**config.mk**
```make
export PLATFORM = sky130hd
export DESIGN_NAME = cc_seq_matcher
export DESIGN_NICKNAME = d
export VERILOG_FILES = /design/src/rtl/cc_match_pkg.sv /design/src/rtl/cc_match_datapath.sv /design/src/rtl/cc_match_ctrl.sv /design/src/rtl/cc_seq_matcher.sv
export SDC_FILE = /design/constraint.sdc
export NUM_CORES = 1
export LEC_CHECK = 0
export CAP_MARGIN = 20
export CORE_MARGIN = 2
export CORE_UTILIZATION = 52
export CTS_CLUSTER_DIAMETER = 200
export CTS_CLUSTER_SIZE = 16
export DETAILED_ROUTE_END_ITERATION = 16
export PLACE_DENSITY = 0.81
export SKIP_CTS_REPAIR_TIMING = 1
export SYNTH_ARGS = -nofsm -noshare
export SYNTH_HDL_FRONTEND = slang
export SYNTH_SLANG_ARGS = --single-unit
```
**constraint.sdc**
```tcl
create_clock -name clk -period 6.5 [get_ports clk]
set_input_delay 0.65 -clock clk [delete_from_list [all_inputs] [get_ports clk]]
set_output_delay 0.65 -clock clk [all_outputs]
set_load 0.005 [all_outputs]
```
**src/rtl/cc_match_pkg.sv**
```systemverilog
package cc_match_pkg;
  localparam int BYTE_W = 8;

  typedef struct packed {
    logic shiftEn;  // accept symbol into window
    logic tagSet;   // mark first symbol of the current match
    logic outEn;    // oldest window slot leaves to output register
  } ccStrobes_t;
endpackage

```
**src/rtl/cc_match_datapath.sv**
```systemverilog
module cc_match_datapath
  import cc_match_pkg::*;
#(
  parameter int SYM_W   = 10,
  parameter int MAX_SUB = 4,
  parameter int LEN_W   = $clog2(MAX_SUB)
) (
  input  logic                     clk,
  input  logic                     rstN,
  input  logic [SYM_W-1:0]         symIn,
  input  logic                     kFlagIn,
  input  ccStrobes_t               strb,
  input  logic [MAX_SUB*SYM_W-1:0] cfgSeq1,
  input  logic [MAX_SUB*SYM_W-1:0] cfgSeq2,
  input  logic [LEN_W-1:0]         cfgLenM1,
  input  logic                     cfgWide,
  input  logic                     cfgDecMatch,
  output logic                     hit1,
  output logic                     hit2,
  output logic [SYM_W-1:0]         outSym,
  output logic                     outK,
  output logic                     outStart
);
  localparam int SLOT_W = SYM_W + 1;  // K flag on top

  logic [SLOT_W-1:0]  winQ [MAX_SUB];
  logic [SLOT_W-1:0]  slotVal [MAX_SUB];
  logic [MAX_SUB-1:0] tagQ, tagNext;
  logic               decEff;

  assign decEff = cfgDecMatch & cfgWide;

  // slot 0 is the arriving symbol, slot j the one accepted j symbols earlier
  assign slotVal[0] = {kFlagIn, symIn};
  generate
    for (genvar j = 1; j < MAX_SUB; j++) begin : g_slot
      assign slotVal[j] = winQ[j-1];
    end
  endgenerate

  function automatic logic keyEq(input logic [SYM_W-1:0] sub,
                                 input logic [SLOT_W-1:0] slot,
                                 input logic wide, input logic dec);
    if (dec)       keyEq = sub[BYTE_W:0] == {slot[SYM_W], slot[BYTE_W-1:0]};
    else if (wide) keyEq = sub == slot[SYM_W-1:0];
    else           keyEq = sub[BYTE_W-1:0] == slot[BYTE_W-1:0];
  endfunction

  always_comb begin
    hit1 = 1'b1;
    hit2 = 1'b1;
    for (int j = 0; j < MAX_SUB; j++) begin
      if (LEN_W'(j) <= cfgLenM1) begin
        logic [LEN_W-1:0] idx;
        idx = cfgLenM1 - LEN_W'(j);
        if (!keyEq(cfgSeq1[int'(idx)*SYM_W +: SYM_W], slotVal[j], cfgWide, decEff))
          hit1 = 1'b0;
        if (!keyEq(cfgSeq2[int'(idx)*SYM_W +: SYM_W], slotVal[j], cfgWide, decEff))
          hit2 = 1'b0;
      end
    end
  end

  // the first symbol of a match lands in slot cfgLenM1 after the shift
  always_comb begin
    tagNext = {tagQ[MAX_SUB-2:0], 1'b0};
    if (strb.tagSet) tagNext[cfgLenM1] = 1'b1;
  end

  always_ff @(posedge clk) begin
    if (!rstN) begin
      for (int j = 0; j < MAX_SUB; j++) winQ[j] <= '0;
      tagQ     <= '0;
      outSym   <= '0;
      outK     <= 1'b0;
      outStart <= 1'b0;
    end else if (strb.shiftEn) begin
      winQ[0] <= slotVal[0];
      for (int j = 1; j < MAX_SUB; j++) winQ[j] <= winQ[j-1];
      tagQ <= tagNext;
      if (strb.outEn) begin
        outSym   <= winQ[MAX_SUB-1][SYM_W-1:0];
        outK     <= winQ[MAX_SUB-1][SYM_W];
        outStart <= tagQ[MAX_SUB-1];
      end else begin
        outStart <= 1'b0;
      end
    end else begin
      outStart <= 1'b0;
    end
  end
endmodule

```
**src/rtl/cc_match_ctrl.sv**
```systemverilog
module cc_match_ctrl
  import cc_match_pkg::*;
#(
  parameter int MAX_SUB = 4,
  parameter int LEN_W   = $clog2(MAX_SUB)
) (
  input  logic             clk,
  input  logic             rstN,
  input  logic             symValid,
  input  logic             hit1,
  input  logic             hit2,
  input  logic             cfgSeq2En,
  input  logic [LEN_W-1:0] cfgLenM1,
  output ccStrobes_t       strb,
  output logic             matchPulse,
  output logic             matchSeqId,
  output logic             outValid
);
  localparam int FILL_W = $clog2(MAX_SUB + 1);

  logic [FILL_W-1:0] fillQ;
  logic              ready, anyHit;

  // the window must already hold L-1 earlier symbols
  assign ready  = fillQ >= FILL_W'(cfgLenM1);
  assign anyHit = symValid & ready & (hit1 | (hit2 & cfgSeq2En));

  assign matchPulse   = anyHit;
  assign matchSeqId   = anyHit & ~hit1;  // primary sequence wins ties
  assign strb.shiftEn = symValid;
  assign strb.tagSet  = anyHit;
  assign strb.outEn   = symValid && (fillQ == FILL_W'(MAX_SUB));

  always_ff @(posedge clk) begin
    if (!rstN) begin
      fillQ    <= '0;
      outValid <= 1'b0;
    end else begin
      outValid <= strb.outEn;
      if (symValid && fillQ != FILL_W'(MAX_SUB)) fillQ <= fillQ + 1'b1;
    end
  end
endmodule

```
**src/rtl/cc_seq_matcher.sv**
```systemverilog
module cc_seq_matcher
  import cc_match_pkg::*;
#(
  parameter int SYM_W   = 10,
  parameter int MAX_SUB = 4,
  localparam int LEN_W  = $clog2(MAX_SUB),
  localparam int CFG_W  = MAX_SUB * SYM_W
) (
  input  logic             clk,
  input  logic             rstN,
  input  logic [SYM_W-1:0] symIn,
  input  logic             kFlagIn,
  input  logic             symValid,
  input  logic [CFG_W-1:0] cfgSeq1,
  input  logic [CFG_W-1:0] cfgSeq2,
  input  logic             cfgSeq2En,
  input  logic [LEN_W-1:0] cfgLenM1,
  input  logic             cfgWide,
  input  logic             cfgDecMatch,
  output logic             matchPulse,
  output logic             matchSeqId,
  output logic [SYM_W-1:0] outSym,
  output logic             outK,
  output logic             outValid,
  output logic             outStart
);
  ccStrobes_t strb;
  logic       hit1, hit2;

  cc_match_ctrl #(.MAX_SUB(MAX_SUB), .LEN_W(LEN_W)) u_ctrl (
    .clk, .rstN, .symValid, .hit1, .hit2, .cfgSeq2En, .cfgLenM1,
    .strb, .matchPulse, .matchSeqId, .outValid
  );

  cc_match_datapath #(.SYM_W(SYM_W), .MAX_SUB(MAX_SUB), .LEN_W(LEN_W)) u_dp (
    .clk, .rstN, .symIn, .kFlagIn, .strb, .cfgSeq1, .cfgSeq2, .cfgLenM1,
    .cfgWide, .cfgDecMatch, .hit1, .hit2, .outSym, .outK, .outStart
  );
endmodule

```
**Word level (Yosys, flattened, before mapping)**

Memory sizes are Yosys's and may differ from the RTL's. A register that Yosys moved wholly into a read port is not among the register bits.
Cells that the tools add are included.

- Bits in registers: 9
- Bits in writable memories: 44
- Input bits: 99
- Output and inout port bits: 15
- Memories kept: 1

Memory list:

| name | words | width | read ports | clocked after memory_dff | write ports | RTL line | text |
|---|---|---|---|---|---|---|---|
| u_dp.winQ | 4 | 11 | 4 | 1 | 4 | cc_match_datapath.sv:26 | `logic [SLOT_W-1:0] winQ [MAX_SUB];` |

- Add/subtract/negate cells: 4
- $mul: 4
- Magnitude comparators: 7
- Eq/ne operators: 26
- Shift-type cells: 8
- Muxes and demuxes: 51
- Bitwise gates (word level): 12
- Reductions and logical operators: 6

Operators by type and width:

| cell | count |
|---|---|
| $shiftx A40 B32 Y10 | 8 |
| $eq A10 B10 Y1 | 8 |
| $eq A9 B9 Y1 | 8 |
| $eq A8 B8 Y1 | 8 |
| $mux W1 | 45 |
| $mux W11 | 4 |
| $mul A2 B3 Y5 const B | 4 |
| $and A1 B1 Y1 | 5 |
| $or A1 B1 Y1 | 5 |
| $le A1 B2 Y1 const A | 2 |
| $le A2 B2 Y1 const A | 2 |
| $mux W4 | 1 |
| $or A4 B4 Y4 | 1 |
| $sub A2 B2 Y2 const B | 2 |
| $add A3 B1 Y3 const B | 1 |
| $eq A3 B3 Y1 const B | 1 |
| $ge A3 B2 Y1 | 1 |
| $logic_and A1 B1 Y1 | 3 |
| $lt A2 B3 Y1 const B | 1 |
| $ne A3 B3 Y1 const B | 1 |
| $reduce_and A3 Y1 | 1 |
| $demux W1 S2 | 1 |
| $ge A2 B1 Y1 const B | 1 |
| $reduce_and A2 Y1 | 1 |
| 3 further kinds | 3 |

**Depth between registers and ports, before layout**

- Depth in word-level cells: 18
- Mapped depth: 15
- Gate-level depth less buffers: 10

**Hierarchy**

From an unflattened synthesis, not the netlist that was laid out.

- Cell total of the unflattened synthesis: 455
- Area total of the unflattened synthesis: 5676.7 um^2

By module, submodules not included:

| module | times used | cells an instance | area each (um^2) | seq. area each (um^2) |
|---|---|---|---|---|
| cc_match_datapath | 1 | 424 | 5397.7 | 1641.6 |
| cc_match_ctrl | 1 | 31 | 279.0 | 80.1 |

**Worst setup path before layout**

OpenSTA, ideal clock, no wires.

- Path kind: input port to output port
- Start point: input port cfgLenM1[1]
- End point: output port matchSeqId
- Arrival: 4.216 ns
- Setup slack: 1.634 ns
- Stages on the path: 14
- Path through: clkbuf_1 > buf_2 > buf_1 > inv_1 > ha_1 > buf_2 > buf_1 > mux4_2 > xor2_1 > nor4_1 > a31oi_1 > nor4_4 > nor2_1 > nor3b_1

- Cells in the longest elaborated chain, start to end: 18
- Elaborated cells between the ends (all ways): 90

Ends and longest elaborated chain:

| item | RTL line | text |
|---|---|---|
| start, declared | cc_seq_matcher.sv:17 | `input logic [LEN_W-1:0] cfgLenM1,` |
| parallel branches: the longest is 17 deep, another holds $mul A2 B3 Y5 | -- |  |
| $and A1 B1 Y1 * | cc_match_ctrl.sv:29 | `assign matchSeqId = anyHit & ~hit1;` |
| end, declared | cc_seq_matcher.sv:21 | `output logic matchSeqId,` |

Mark *: on every way between the ends. The select of a mux whose other input is x is not followed.

**Worst setup path after layout**

Ends and elaborated chain as after synthesis.

==> reports/results.tsv <==
metric	value	unit
outcome	finished clean	
yosys_warnings	0	
syn-num-nets	564	
drv_slew	0	
cp.required	5.85	ns
clock-root-buffer	clkbuf_8	
numCtsBuffers	9	
track_usage	26.5	%
cp-endpoint	matchSeqId	
worstSkewPairLatency	0.33	ns
crit_type	input port to output pin	
clkSlewWorstSetupHoldPaths	0.06	ns
htreeDepth	3	
syn_to_final_growth	24.2	%
p_leak	2.67	nW
dieArea	11700	sq um
synthArstFlopShare	0	%
n_antenna_cell	0	
post_route_cells_drive_above_1_share	17.6	%
finalNonFillerCells	696	
synthDistinctLibCells	39	
fp.dieH	108	microns
drc_errors	0	
via_count	4481	
worstPathMaxFanout	32	
reg2reg_to	u_dp.tagQ[3]$_SDFFE_PN0P_	
relSlewSlack	31.0	%
endpoint_kind	output pin	
finalHoldViolCount	0	
rrSetupSlack	3.84	ns
core_area	10700	sq um
syn_inst	457	
grt_start_max_net_pins	65	
start_util	52.7	%
setup_violations	0	
grt_pass1_wl	23.3	mm
max_cap_violations	0	
hold_path_class	flop to flop	
gp_congestion	0.918	
rsz0062_at_grt	false	
dp_cells	680	
cts_buffer_depth	2	
final_common_cell	clkdlybuf4s50_1	
finalCritPeriodShare	80.4	%
grt_overflow_total	0	
tightest_slew	1.03	ns
setup_tns	0	ns
min_period	5.22	ns
clock_sinks	64	
cts_tree	yes	
drt_iter0_markers	437	
synth_edf_count	44	
ios	114	
nets	658	
ys_seq_area_share	30.6	%
reg2regPathDepth	10	
grt_pass1_vias	4323	
synth-seq-cells	64	
routed_wl	14.6	mm
synth_area_per_cell	12.3	sq um
final_cell_mix	clkdlybuf4s50_1, mux4_2, xor2_1	
hpwl	11.5	mm
arrival	4.57	ns
grt_antenna_before_repair	0	
skew	0.00747	ns
ir_worst_vdd	161	uV
synth_ff_type	edfxtp_1	
worstSetupStartpointType	input port	
max_freq	191	MHz
dr.pass1.iters	5	
fillers	820	
rows	38	
die_w	108	microns
syn_area	5630	sq um
via_per_inst	6.44	
portBuffers	113	
rr_startpoint	u_ctrl.fillQ[0]$_SDFFE_PN0P_	
ant_nets	0	
setup.worst_path.start	cfgLenM1[1]	
wl_per_cell	21.0	microns
power_density	169	nW/um^2
-- cell families after synthesis --
family / share of synthesized area [%]
AO/OA/AOI/OAI: 4.89
AND/OR/NAND/NOR: 12.7
multiplexers: 32.8
flip-flops: 30.6
XOR/XNOR: 13.7
adder cells (fa/ha/maj): 1.78
buffers and inverters: 3.66
-- cell usage after synthesis (3+ instances only) --
master | n | area share, %
a31oi_1 | 9 | 1.0
dfxtp_1 | 20 | 7.1
clkbuf_1 | 18 | 1.2
a21boi_0 | 12 | 1.6
mux4_1 | 5 | 2.3
xor2_1 | 68 | 11
and3_1 | 45 | 5.0
xnor2_1 | 20 | 3.1
mux4_2 | 73 | 29
nand2_1 | 35 | 2.3
o21ai_0 | 7 | 0.62
nand3_1 | 9 | 0.80
inv_1 | 9 | 0.60
nor4_1 | 13 | 1.4
nand4_1 | 4 | 0.44
nand2b_1 | 3 | 0.33
ha_1 | 8 | 1.8
edfxtp_1 | 44 | 23
mux2i_1 | 7 | 1.2
buf_1 | 4 | 0.27
buf_2 | 12 | 1.1
nor2_1 | 6 | 0.40
o311ai_0 | 4 | 0.62
-- through the flow --
stage	total power, mW	cell area (sq um)	worst slack (ns)	util, %	hold WS [ns]
global placement	0.865	6820	1.34	63.7	0.445
floorplan	0.730	5630	1.63	-	0.424
global route	1.24	7000	1.00	65.4	0.490
CTS	1.18	7000	1.27	65.4	0.466
finish	1.18	7000	1.28	65.4	0.462
detailed placement	0.873	6820	1.27	63.7	0.458
-- area by class of cell --
cell class / count / area [sq um] / share of cell area, %
Sequential cell: 64 / 1720 / 24.6
Clock inverter: 5 / 47.5 / 0.680
Multi-Input combinational cell: 347 / 3710 / 53.0
Clock buffer: 11 / 131 / 1.88
Inverter: 9 / 33.8 / 0.483
Timing Repair Buffer: 120 / 1180 / 16.8
Tap cell: 140 / 175 / 2.50
-- layer usage --
layer  vias up  GRT usage, %  part of all wire, %
met3        30          3.92                  9.0
met1      2179          39.4                   42
met4         0          8.42                  2.9
met2       289          40.5                   46
li1       1983             -                    -
met5         -             0                    0
-- sequential cells by signal, indices dropped and copies added, names as in the netlist --
| signal | flops |
|---|---|
| u_dp.tagQ | 4 |
| u_dp.outK | 1 |
| u_dp.outStart | 1 |
| u_ctrl.outValid | 1 |
| u_ctrl.fillQ | 3 |
| u_dp.outSym | 10 |
| u_dp.winQ | 44 |
-- worst max-delay path, cell delays in order --
cell	delay [ns]
buf_2	0.09
inv_1	0.07
ha_2	0.93
mux4_2	0.65
xor2_1	0.16
o311ai_0	0.44
a31oi_1	0.24
nor4_4	0.33
nor2_1	0.12
nor3b_1	0.32
clkdlybuf4s50_1	0.56
-- power breakdown --
group	leakage [nW]	internal, mW	switching (mW)
registers	0.646	0.459	0.0265
logic	1.93	0.208	0.174
clock network	0.0922	0.173	0.140
-- worst min path at each step --
stage,start,endpoint,cells after the start
2_1_floorplan,u_dp.tagQ[3]$_SDFFE_PN0P_,u_dp.outStart$_SDFF_PN0_,1
3_3_place_gp,u_dp.tagQ[1]$_SDFFE_PN0P_,u_dp.tagQ[2]$_SDFFE_PN0P_,2
3_5_place_dp,u_dp.outSym[1]$_SDFFE_PN0P_,u_dp.outSym[1]$_SDFFE_PN0P_,2
4_1_cts,u_dp.outSym[1]$_SDFFE_PN0P_,u_dp.outSym[1]$_SDFFE_PN0P_,2
5_1_grt,u_dp.outSym[4]$_SDFFE_PN0P_,u_dp.outSym[4]$_SDFFE_PN0P_,2
6_report,u_dp.outSym[4]$_SDFFE_PN0P_,u_dp.outSym[4]$_SDFFE_PN0P_,2
No activity file was read; power rests on OpenSTA's default activity.
